`src/rtl/xmd_pkg.sv`:
```
// Shared definitions for the memory-mode decoder: modes, select positions
// and the address regions. Assumes a 16-bit bus address.
package xmd_pkg;

    localparam int ADDR_W = 16;
    localparam int NUM_SEL = 8;
    localparam int SEMA_W = 3;

    typedef enum logic [1:0] {
        MODE_LOADER  = 2'd0,
        MODE_APP     = 2'd1,
        MODE_HARVARD = 2'd2,
        MODE_VONN    = 2'd3
    } mem_mode_e;

    // Select bit positions
    localparam int SEL_FLASH  = 0;
    localparam int SEL_DRAM   = 1;
    localparam int SEL_CRAM   = 2;
    localparam int SEL_COMMON = 3;
    localparam int SEL_DPRAM  = 4;
    localparam int SEL_SEMA   = 5;
    localparam int SEL_PER1   = 6;
    localparam int SEL_PER2   = 7;

    // Region indices
    localparam int RG_LOW    = 0;
    localparam int RG_DPRAM  = 1;
    localparam int RG_SEMA   = 2;
    localparam int RG_PER1   = 3;
    localparam int RG_PER2   = 4;
    localparam int RG_BANK0  = 5;
    localparam int RG_BANK1  = 6;
    localparam int RG_COMMON = 7;
    localparam int NUM_RG    = 8;

    // Lower bound of a region
    function automatic logic [ADDR_W-1:0] rg_lo(input int idx);
        case (idx)
            RG_LOW:    return 16'h0000;
            RG_DPRAM:  return 16'hE000;
            RG_SEMA:   return 16'hF000;
            RG_PER1:   return 16'hF400;
            RG_PER2:   return 16'hF800;
            RG_BANK0:  return 16'hFC00;
            RG_BANK1:  return 16'hFD00;
            default:   return 16'hFF00;
        endcase
    endfunction

    // Upper bound of a region (inclusive)
    function automatic logic [ADDR_W-1:0] rg_hi(input int idx);
        case (idx)
            RG_LOW:    return 16'hDFFF;
            RG_DPRAM:  return 16'hEFFF;
            RG_SEMA:   return 16'hF3FF;
            RG_PER1:   return 16'hF7FF;
            RG_PER2:   return 16'hFBFF;
            RG_BANK0:  return 16'hFCFF;
            RG_BANK1:  return 16'hFDFF;
            default:   return 16'hFFFF;
        endcase
    endfunction

endpackage

```
`src/rtl/xmd_range.sv`:
```
// Single address-range comparator. Flags addr inside [LO, HI].
// Assumes LO <= HI. Bounds at the ends of the address space drop the
// redundant comparison, so each instance builds only what it needs.
module xmd_range #(
    parameter int ADDR_W = 16,
    parameter logic [ADDR_W-1:0] LO = '0,
    parameter logic [ADDR_W-1:0] HI = '1
) (
    input  logic [ADDR_W-1:0] addr,
    output logic              hit
);

    localparam bool_lo_zero = (LO == '0);
    localparam bool_hi_top  = (HI == '1);

    generate
        if (bool_lo_zero && bool_hi_top) begin : g_all
            // Whole space: always inside
            assign hit = 1'b1;
        end else if (bool_lo_zero) begin : g_upper_only
            // Only the upper bound matters
            assign hit = (addr <= HI);
        end else if (bool_hi_top) begin : g_lower_only
            // Only the lower bound matters
            assign hit = (addr >= LO);
        end else begin : g_both
            // Both bounds matter
            assign hit = (addr >= LO) && (addr <= HI);
        end
    endgenerate

endmodule

```
`src/rtl/xmd_region_map.sv`:
```
// Classifies the bus address into the fixed regions of the memory map.
// Assumes the regions in the package do not overlap.
module xmd_region_map
    import xmd_pkg::*;
(
    input  logic [ADDR_W-1:0] addr,
    output logic [NUM_RG-1:0] rg_hit
);

    genvar g;
    generate
        for (g = 0; g < NUM_RG; g++) begin : g_rg
            xmd_range #(
                .ADDR_W (ADDR_W),
                .LO     (rg_lo(g)),
                .HI     (rg_hi(g))
            ) u_range (
                .addr (addr),
                .hit  (rg_hit[g])
            );
        end
    endgenerate

endmodule

```
`src/rtl/xmd_code_dec.sv`:
```
// Code-fetch decode: picks the code target from the mode.
// Assumes the caller gates the result with the code-fetch strobe.
module xmd_code_dec
    import xmd_pkg::*;
(
    input  mem_mode_e          mode,
    input  logic               hit_low,
    input  logic               hit_common,
    output logic [NUM_SEL-1:0] code_sel
);

    // Choose flash, code RAM, shared RAM or nothing for a fetch
    always_comb begin
        code_sel = '0;
        if (hit_common) begin
            code_sel[SEL_COMMON] = 1'b1;
        end else begin
            case (mode)
                MODE_LOADER, MODE_APP: code_sel[SEL_FLASH] = 1'b1;
                MODE_HARVARD:          code_sel[SEL_CRAM]  = 1'b1;
                default:               code_sel[SEL_DRAM]  = hit_low;
            endcase
        end
    end

endmodule

```
`src/rtl/xmd_data_dec.sv`:
```
// Data-space decode for read and write strobes. I/O regions are data-only
// in every mode; peripherals are hidden in loader mode.
// Assumes the caller gates the result with a data strobe.
module xmd_data_dec
    import xmd_pkg::*;
(
    input  mem_mode_e          mode,
    input  logic               hit_low,
    input  logic               hit_dpram,
    input  logic               hit_sema,
    input  logic               hit_per1,
    input  logic               hit_per2,
    input  logic               hit_common,
    output logic [NUM_SEL-1:0] data_sel
);

    logic per_en;

    // Peripherals are reachable in every mode except loader
    assign per_en = (mode != MODE_LOADER);

    // Map the data region onto its select line
    always_comb begin
        data_sel = '0;
        data_sel[SEL_COMMON] = hit_common;
        data_sel[SEL_DRAM]   = hit_low;
        data_sel[SEL_DPRAM]  = hit_dpram;
        data_sel[SEL_SEMA]   = hit_sema;
        data_sel[SEL_PER1]   = hit_per1 && per_en;
        data_sel[SEL_PER2]   = hit_per2 && per_en;
    end

endmodule

```
`src/rtl/xmd_bank_reg.sv`:
```
// Data-RAM bank latch. Application-mode writes into one of the two trigger
// windows set the bank; everything else holds it.
// Assumes the strobe and address are stable at the rising edge.
module xmd_bank_reg
    import xmd_pkg::*;
(
    input  logic      clk,
    input  logic      rst_n,
    input  mem_mode_e mode,
    input  logic      wr_strobe,
    input  logic      hit_bank0,
    input  logic      hit_bank1,
    output logic      bank
);

    logic wr_app;

    // A write counts only in application mode
    assign wr_app = wr_strobe && (mode == MODE_APP);

    // Latch the bank on a qualifying write
    always_ff @(posedge clk) begin
        if (!rst_n) begin
            bank <= 1'b0;
        end else if (wr_app && hit_bank1) begin
            bank <= 1'b1;
        end else if (wr_app && hit_bank0) begin
            bank <= 1'b0;
        end
    end

    // the bank holds across any cycle without a write strobe
    p_bank_hold_r8: assert property (@(posedge clk) disable iff (!rst_n)
        !wr_strobe |=> $stable(bank));

    // a rise of the bank follows an application write to the upper window
    p_bank_rise_r8: assert property (@(posedge clk) disable iff (!rst_n)
        $rose(bank) |-> $past(wr_strobe && mode == MODE_APP && hit_bank1));

endmodule

```
`src/rtl/xmd_decoder.sv`:
```
// Top of the memory-mode decoder. Classifies the address, decodes the
// code and data paths separately, applies the strobes and holds the bank.
// Assumes at most the code strobe or the data strobes are meant per cycle;
// the code strobe wins if both are raised.
module xmd_decoder
    import xmd_pkg::*;
(
    input  logic               clk,
    input  logic               rst_n,
    input  logic [ADDR_W-1:0]  addr,
    input  logic               code_fetch,
    input  logic               rd_strobe,
    input  logic               wr_strobe,
    input  logic [1:0]         mode,
    output logic [NUM_SEL-1:0] sel,
    output logic               ram_bank,
    output logic [SEMA_W-1:0]  sema_idx
);

    mem_mode_e          mode_e;
    logic [NUM_RG-1:0]  rg_hit;
    logic [NUM_SEL-1:0] code_sel;
    logic [NUM_SEL-1:0] data_sel;
    logic               data_acc;

    assign mode_e   = mem_mode_e'(mode);
    assign data_acc = rd_strobe || wr_strobe;

    xmd_region_map u_map (
        .addr   (addr),
        .rg_hit (rg_hit)
    );

    xmd_code_dec u_code (
        .mode       (mode_e),
        .hit_low    (rg_hit[RG_LOW]),
        .hit_common (rg_hit[RG_COMMON]),
        .code_sel   (code_sel)
    );

    xmd_data_dec u_data (
        .mode       (mode_e),
        .hit_low    (rg_hit[RG_LOW]),
        .hit_dpram  (rg_hit[RG_DPRAM]),
        .hit_sema   (rg_hit[RG_SEMA]),
        .hit_per1   (rg_hit[RG_PER1]),
        .hit_per2   (rg_hit[RG_PER2]),
        .hit_common (rg_hit[RG_COMMON]),
        .data_sel   (data_sel)
    );

    xmd_bank_reg u_bank (
        .clk       (clk),
        .rst_n     (rst_n),
        .mode      (mode_e),
        .wr_strobe (wr_strobe && !code_fetch),
        .hit_bank0 (rg_hit[RG_BANK0]),
        .hit_bank1 (rg_hit[RG_BANK1]),
        .bank      (ram_bank)
    );

    // Apply strobes with code-fetch priority
    always_comb begin
        if (code_fetch)    sel = code_sel;
        else if (data_acc) sel = data_sel;
        else               sel = '0;
    end

    // Semaphore number from the low address bits while selected
    assign sema_idx = sel[SEL_SEMA] ? addr[SEMA_W-1:0] : '0;

    // never more than one select
    p_onehot_r9: assert property (@(posedge clk) disable iff (!rst_n)
        $onehot0(sel));

    // idle bus selects nothing
    p_idle_r9: assert property (@(posedge clk) disable iff (!rst_n)
        !(code_fetch || rd_strobe || wr_strobe) |-> (sel == '0));

    // top window always reaches the common RAM
    p_common_r1: assert property (@(posedge clk) disable iff (!rst_n)
        ((code_fetch || rd_strobe || wr_strobe) && addr >= 16'hFF00)
            |-> sel[SEL_COMMON]);

    // peripherals stay dark in loader mode
    p_no_per_loader_r2: assert property (@(posedge clk) disable iff (!rst_n)
        (mode == 2'd0) |-> !(sel[SEL_PER1] || sel[SEL_PER2]));

    // code fetches never reach the data-only I/O regions
    p_io_data_only_r3: assert property (@(posedge clk) disable iff (!rst_n)
        code_fetch |-> !(sel[SEL_DPRAM] || sel[SEL_SEMA]
                         || sel[SEL_PER1] || sel[SEL_PER2]));

endmodule

```
`config.mk`:
```
export PLATFORM = sky130hd
export DESIGN_NAME = xmd_decoder
export DESIGN_NICKNAME = d
export VERILOG_FILES = /design/src/rtl/xmd_pkg.sv /design/src/rtl/xmd_range.sv /design/src/rtl/xmd_region_map.sv /design/src/rtl/xmd_code_dec.sv /design/src/rtl/xmd_data_dec.sv /design/src/rtl/xmd_bank_reg.sv /design/src/rtl/xmd_decoder.sv
export SDC_FILE = /design/constraint.sdc
export NUM_CORES = 1
export LEC_CHECK = 0
export ABC_AREA = 1
export BUFFER_PORTS_ARGS = -buffer_cell sky130_fd_sc_hd__buf_2
export CAP_MARGIN = 20
export CORE_AREA = 2 2 39 41
export DETAILED_ROUTE_END_ITERATION = 12
export DIE_AREA = 0 0 41 43
export PLACE_DENSITY_LB_ADDON = 0.05
export SLEW_MARGIN = 25
export SYNTH_ARGS = -nofsm -noshare
export SYNTH_HDL_FRONTEND = slang
export SYNTH_SLANG_ARGS = --single-unit
```
`constraint.sdc`:
```
create_clock -name clk -period 2.05 [get_ports clk]
set_input_delay 0.5125 -clock clk [delete_from_list [all_inputs] [get_ports clk]]
set_output_delay 0.5125 -clock clk [all_outputs]
set_load 0.05 [all_outputs]
```
# ---- After elaboration in Yosys (flattened, before gate mapping)
# Index checks and enable logic that the tools add are counted.
dict set report classes {
  n_lt_le_gt_ge 14
  eq_ne 2
  muxes 10
  n_reduce_logical 19
}
# operator count
set ops {}
lappend ops {{$ge A16 B16 Y1 const B} 7}
lappend ops {{$le A16 B16 Y1 const B} 7}
lappend ops {{$mux W8} 2}
lappend ops {{$logic_and A1 B1 Y1} 12}
lappend ops {{$mux W1} 6}
lappend ops {{$mux W3} 2}
lappend ops {{$reduce_bool A2 Y1} 2}
lappend ops {{$reduce_or A3 Y1} 1}
lappend ops {{$eq A2 B1 Y1 const B} 1}
lappend ops {{$eq A2 B2 Y1 const B} 1}
lappend ops {{$logic_not A2 Y1} 1}
lappend ops {{$reduce_or A2 Y1} 1}
lappend ops {{$logic_not A1 Y1} 1}
lappend ops {{$logic_or A1 B1 Y1} 1}
dict set report word_totals {
  register_bits 1
  in_bits 23
  output_inout_bits 12
  elab_cells 46
}

# ---- Logic depth before layout (Yosys ltp)
# Gate-level depths: netlist (run 1).
dict set report depth {
  ltp_word 6
  ltp_mapped 7
  mapped_depth_nobuf 7
}

# ---- Cells and area by module
# A second synthesis (run 1) with hierarchy kept.
dict set report unflattened {
  cells_unflattened 126
  area_unflattened_um2 599.3
}
# mod n_inst cells_each area_per_inst_um2 seq_area_each_um2
set by_module_without_submodules {}
lappend by_module_without_submodules {xmd_decoder 1 38 180.2 0.0}
lappend by_module_without_submodules {xmd_data_dec 1 12 70.1 0.0}
lappend by_module_without_submodules {xmd_code_dec 1 12 63.8 0.0}
lappend by_module_without_submodules {{xmd_range (u_map.g_rg[3].u_range ...)} 2 7 31.3 0.0}
lappend by_module_without_submodules {xmd_bank_reg 1 7 52.6 20.0}
lappend by_module_without_submodules {{xmd_range (u_map.g_rg[6].u_range)} 1 11 43.8 0.0}
lappend by_module_without_submodules {{xmd_range (u_map.g_rg[7].u_range)} 1 11 41.3 0.0}
lappend by_module_without_submodules {{xmd_range (u_map.g_rg[5].u_range)} 1 10 37.5 0.0}
lappend by_module_without_submodules {{xmd_range (u_map.g_rg[2].u_range)} 1 6 25.0 0.0}
lappend by_module_without_submodules {{xmd_range (u_map.g_rg[1].u_range)} 1 4 17.5 0.0}
lappend by_module_without_submodules {{xmd_range (u_map.g_rg[0].u_range)} 1 1 5.0 0.0}

# ---- Worst setup path after synthesis (run 1)
# No wires, ideal clock.
dict set report synth_path {
  kind {input to output}
  from {input addr[15]}
  to {output sel[4]}
  t_arrival_ps 2175
  t_required_ps 1537
  setup_slack_ps -637
  path_stages 4
  n_path_buf 0
  cell_sequence {nand2_2 > inv_1 > nand2_1 > nor4_1}
}
dict set report synth_between {
  elab_chain_len 4
  word_cells_on_any_way 5
  classes_between {order compare: 2; mux: 2; reduce/logical: 1}
}
# item line_no
set synth_rtl {}
lappend synth_rtl {{from (decl)} xmd_decoder.sv:10} ;# input logic [ADDR_W-1:0] addr,
lappend synth_rtl {{$ge A16 B16 Y1 / $le A16 B16 Y1 (equally long branches)} xmd_range.sv:28} ;# assign hit = (addr >= LO) && (addr <= HI);
lappend synth_rtl {{$logic_and A1 B1 Y1 *} xmd_range.sv:28}
lappend synth_rtl {{$mux W8 *} xmd_decoder.sv:65} ;# else if (data_acc) sel = data_sel;
lappend synth_rtl {{$mux W8 *} xmd_decoder.sv:64} ;# if (code_fetch) sel = code_sel;
lappend synth_rtl {{to (decl)} xmd_decoder.sv:15} ;# output logic [NUM_SEL-1:0] sel,
# Every way passes the cells marked *; elsewhere a longest branch is shown, timed or not.

# ---- Worst setup path in the final report (run 1)
dict set report layout_path {
  from {input addr[15]}
  to {output sel[1]}
}
dict set report layout_between {
  elab_chain_len 4
  word_cells_on_any_way 6
  classes_between {order compare: 2; mux: 4}
}
# item line_no
set layout_rtl {}
lappend layout_rtl {{$le A16 B16 Y1} xmd_range.sv:22} ;# assign hit = (addr <= HI);
lappend layout_rtl {{$mux W1} xmd_code_dec.sv:18} ;# case (mode)
lappend layout_rtl {{$mux W3} xmd_code_dec.sv:15} ;# if (hit_common) begin
lappend layout_rtl {{$mux W8 *} xmd_decoder.sv:64}
# Marks and branches as above.

==> results.cfg, run 1 <==
[die]
rows = 14
die_h_um = 43
ios = 35
start_util_pct = 19.8
dieWidth_um = 41
core_um2 = 1380
die-area_um2 = 1760

[layout]
stdcell_count = 96
nets = 105
drive_gt1_share_pct = 57.5
largestRegisters = u_bank.bank (1)
largest_reg_flops = 1
finalInstanceArea_um2 = 464
area_delta_synth_final_pct = 69.4
utilization_pct = 33.5
fillCellCount = 165
largest-register = u_bank.bank
antenna_cells = 0

[power_and_ir_drop]
p_per_area_nw_per_um2 = 197
internal-power_uw = 45.4
seqPwrFrac_pct = 21.7
p_leak_nw = 0.285
netSwitchingFraction_pct = 50.5
power_uw = 91.6
peakVddDrop_v = 0.0000830
pwr-share-comb_pct = 78.3
switching_power_uw = 46.2
p_clk_share_pct = 0

[clock_network]
hold_buffers = 0
cts_setup_buffers = 0
insertion_delay_ps = 0
path_clk_slew_ps = 0

[timing]
layout_min_cycle_time_ps = 1880
tightest_slew_ps = 258
fin_skew_ps = 0
slew_headroom_pct = 82.7
whs_ps = 468
worst_slack_ps = 167
finalSetupViolCount = 0
fmax_mhz = 531
period_share_pct = 91.9
hold_violations = 0
rsz0062_at_grt = no
final-max-slew-violation-count = 0
fin_setup_tns_ps = 0

[placed_design]
place_area_um2 = 462
place.gp.congestion = 0.756
dp_hpwl_um = 685
preCtsSetupSlack_ps = 111
dp_cells = 96
io_buffers = 29

[worst_setup_path]
start_kind = primary input
crit_path_cell_trace = buf_2 > nand2_2 > inv_1 > nand2_1 > nand3_1 > o21ai_1 > buf_2
cp_data_arrival_time_ps = 1370
cp_common_cell = buf_2
critPathCaptureType = primary output
crit_type = in2out
crit_fanout = 3
required_ps = 1540
critPathMaxStageDelay_ps = 270
critPathSlowestCell = buf_2

[logic_synthesis]
netlist_area_um2 = 274
postSynthAreaPerCell_um2 = 5.48
ys_seq_area_share_pct = 7.31
synth_edf_count = 0
yosys-top-cells-count = 11 x inv_1, 9 x nor2_1, 7 x nand2_1, 5 x nand2_2, 3 x nand3_1
synth_top_area_cell = inv_1
yosys.area_share.simple_pct = 68.9
synthMuxAreaShare_pct = 0
synth-compound-area-share_pct = 7.31
synthTopCellsByArea = inv_1 15%, nor2_1 12%, nand2_2 11%, nand2_1 9.6%, nor2_4 8.2%
yosys_warnings = 0
ys_types = 17
synth.most_common_cell = inv_1
async_flop_share_pct = 0
synth_top_family_by_area = simple AND/OR/NAND/NOR gates
synth_top_cell_area_share_pct = 15.1
synth-xor-area-share_pct = 0
synth_nets = 73
postSynthCellCount = 50
synthAdderAreaFrac_pct = 0
ys.flop_type = dfxtp_1
synth_seq_cells = 1

[global_routing]
grt_usage_pct = 7.61
grt_max_degree = 6
antenna_found_initial = 0
grt-ovfl-total = 0
first_global_vias = 244
grt_pass1_wl_um = 1000

[hold_path]
min_path_type = reg2reg

[drt]
first_pass_iters = 2
antenna_left = 0
detail_route.iter0.violations = 1
wirelength_um = 747
wire_per_inst_um = 7.78
vias_per_cell = 4.01
route.detailed.drc = 0
vias = 385

[run]
max_cap_viol_count = 0

[status]
status = finished clean
==> power groups by stage <==
stage	clock, mW	combinational [mW]	sequential (mW)
global route	0	0.0783	0.0199
finish	0	0.0717	0.0199
CTS	0	0.0719	0.0199
global placement	0	0.0719	0.0199
detailed placement	0	0.0716	0.0199
floorplan	0	0.0418	0.0199
==> layer usage <==
layer | up-vias | part of all wire (%) | track usage, %
met2 | 13 | 43 | 11.9
met1 | 157 | 51 | 12.1
met5 | - | 0 | 0
li1 | 215 | - | -
met4 | 0 | 0 | 0
met3 | 0 | 6.3 | 0
==> kinds of logic after synthesis <==
| family | count (synthesis) |
|---|---|
| DFF | 1 |
| buffers and inverters | 12 |
| AOI/OAI and AO/OA | 4 |
| and+or+nand+nor | 33 |
==> layout make-up <==
| type | instances | area, µm² | share of cell area, % |
|---|---|---|---|
| Inverter | 12 | 45.0 | 9.70 |
| Multi-Input combinational cell | 37 | 226 | 48.8 |
| Sequential cell | 1 | 20.0 | 4.31 |
| Tap cell | 16 | 20.0 | 4.31 |
| Timing Repair Buffer | 30 | 153 | 32.9 |
==> what timing repair did <==
item	CTS	global route
endpoints found under the hold margin	0	0
resized for setup	0	1
endpoints found under the setup margin	0	1
==> worst max-delay path, delay by kind of cell <==
kind / cells / cell delay, ps
AO/OA/AOI/OAI: 1 / 120
AND/OR/NAND/NOR: 3 / 280
buffers and inverters: 3 / 430
==> final timing paths <==
path	startpoint	to	slack (ps)	cells past startpoint
setup / recovery	addr[15]	sel[1]	170	7
hold / removal	u_bank.bank$_SDFFE_PN0P_	u_bank.bank$_SDFFE_PN0P_	470	2
setup reg to reg	u_bank.bank$_SDFFE_PN0P_	u_bank.bank$_SDFFE_PN0P_	1490	2
hold reg to reg	u_bank.bank$_SDFFE_PN0P_	u_bank.bank$_SDFFE_PN0P_	470	2
==> layout by cell type, fill, tap and decap left out, drive strengths merged, types with 2 or more instances in the layout <==
cell,count
buf,30
o21ai,2
a21oi,2
nor2,12
nor3,2
inv,12
nand2,12
nand3,3
No activity file was read; power rests on OpenSTA's default activity.
==> run 2, diff against run 1 <==
--- a/config.mk
+++ b/config.mk
@@ -6,7 +6,7 @@
 export NUM_CORES = 1
 export LEC_CHECK = 0
 export ABC_AREA = 1
-export BUFFER_PORTS_ARGS = -buffer_cell sky130_fd_sc_hd__buf_2
+export BUFFER_PORTS_ARGS = -buffer_cell sky130_fd_sc_hd__clkbuf_2
 export CAP_MARGIN = 20
 export CORE_AREA = 2 2 39 41
 export DETAILED_ROUTE_END_ITERATION = 12
==> constraint.sdc (replaced) <==
create_clock -name clk -period 2.05 [get_ports clk]
set_input_delay 0.1025 -clock clk [delete_from_list [all_inputs] [get_ports clk]]
set_output_delay 0.1025 -clock clk [all_outputs]
set_load 0.05 [all_outputs]
==> run 2 against run 1 <==
Die area is the same. Worst setup slack improved by 820 ps. Fmax up 77%. Global-route usage increased by 1.6 points. Critical path depth down 1. Critical endpoint is now sel[7]. Highest routed layer unchanged.
==> results.cfg, run 2 (synthesized netlist as in run 1, its figures left out) <==
[drt]
vias = 385
wire_per_inst_um = 7.49
detail_route.iter0.violations = 0
route.detailed.drc = 0
first_pass_iters = 1
vias_per_cell = 4.05
antenna_left = 0
wirelength_um = 712

[die]
die-area_um2 = 1760
start_util_pct = 19.8
ios = 35
dieWidth_um = 41
die_h_um = 43
rows = 14
core_um2 = 1380

[layout]
largest-register = u_bank.bank
final_cell_mix = 29 x clkbuf_2, 11 x inv_1, 9 x nor2_1
antenna_cells = 0
drive_gt1_share_pct = 51.9
stdcell_count = 95
largestRegisters = u_bank.bank (1)
area_delta_synth_final_pct = 60.3
nets = 104
largest_reg_flops = 1
utilization_pct = 31.7
final_common_cell = clkbuf_2

[timing]
whs_ps = 318
finalSetupViolCount = 0
fin_skew_ps = 0
final-max-slew-violation-count = 0
period_share_pct = 51.9
fmax_mhz = 940
layout_min_cycle_time_ps = 1060
rsz0062_at_grt = no
fin_setup_tns_ps = 0
tightest_slew_ps = 281
hold_violations = 0
slew_headroom_pct = 81.4

[run]
max_cap_viol_count = 0

[global_routing]
antenna_found_initial = 0
grt_max_degree = 6
first_global_vias = 333
grt-ovfl-total = 0
grt_pass1_wl_um = 1240
grt_usage_pct = 9.21

[hold_path]
hold_path_depth = 3
hold_end = u_bank.bank$_SDFFE_PN0P_
worstHoldStart = rst_n
min_path_type = in2reg

[worst_setup_path]
start_kind = primary input
required_ps = 1950
critPathSlowestCell = clkbuf_2
critPathMaxStageDelay_ps = 300
critPathTopFamily = simple AND/OR/NAND/NOR gates
critPathCaptureType = primary output
cp_data_arrival_time_ps = 960
r2r_start = u_bank.bank$_SDFFE_PN0P_
ff2ff_setup_slack_ps = 1480
r2r-end = u_bank.bank$_SDFFE_PN0P_
crit_type = in2out
crit_fanout = 4
reg2regPathDepth = 2
cp.buffers_inverters = 2
crit_path_cell_trace = clkbuf_2 > nand2_2 > nor2_4 > nand2_2 > nor3_1 > clkbuf_2

[power_and_ir_drop]
peakVddDrop_v = 0.0000834
netSwitchingFraction_pct = 50.6
p_per_area_nw_per_um2 = 201
p_leak_nw = 0.274
pwr-share-comb_pct = 77.5
p_clk_share_pct = 0
internal-power_uw = 43.6
switching_power_uw = 44.7
seqPwrFrac_pct = 22.5

[clock_network]
post_cts_resized = 0
hold_buffers = 0
insertion_delay_ps = 0
cts_setup_buffers = 0
path_clk_slew_ps = 0

[placed_design]
dp_hpwl_um = 690
io_buffers = 29
dp_cells = 95
place.gp.congestion = 0.752

[status]
status = finished clean
-- run 2: cell type report --
| type | instances | area (µm²) |
|---|---|---|
| multi-input combinational | 37 | 209 |
| tap | 16 | 20.0 |
| inverter | 12 | 45.0 |
| fill | 170 | 945 |
| timing repair buffer | 29 | 145 |
| sequential | 1 | 20.0 |
-- run 2: worst register-to-register path: cells and delay by family, from the launching register on --
family,cells,cell delay (ps)
DFF,1,290
and+or+nand+nor,1,60
AOI/OAI and AO/OA,1,110
-- run 2: worst max path at each step --
stage	from	to	cells after the start
floorplan	addr[15]	sel[4]	4
global placement	wr_strobe	sel[7]	6
detailed placement	addr[15]	sema_idx[1]	6
CTS	addr[15]	sema_idx[2]	6
global route	addr[15]	sema_idx[0]	6
finish	addr[15]	sel[7]	6
-- run 2: layer usage --
layer,vias up,global-route usage [%],part of all wire (%)
li1,212,-,-
met1,162,13.7,47
met2,11,15.3,47
met3,0,0,5.8
met4,0,0,0
met5,-,0,0
-- run 2: through the flow --
stage | instance area [µm²] | total power [mW] | worst slack [ps]
CTS | 439 | 0.0891 | 975
finish | 439 | 0.0883 | 986
global route | 439 | 0.0960 | 862
detailed placement | 439 | 0.0888 | 977
floorplan | 274 | 0.0605 | 183
global placement | 439 | 0.0890 | 968
-- run 2: power by group through the flow --
stage / combinational, mW / sequential (mW) / clock (mW)
2_1_floorplan: 0.0406 / 0.0199 / 0
4_1_cts: 0.0692 / 0.0199 / 0
3_5_place_dp: 0.0690 / 0.0199 / 0
6_report: 0.0684 / 0.0199 / 0
5_1_grt: 0.0761 / 0.0199 / 0
3_3_place_gp: 0.0691 / 0.0199 / 0
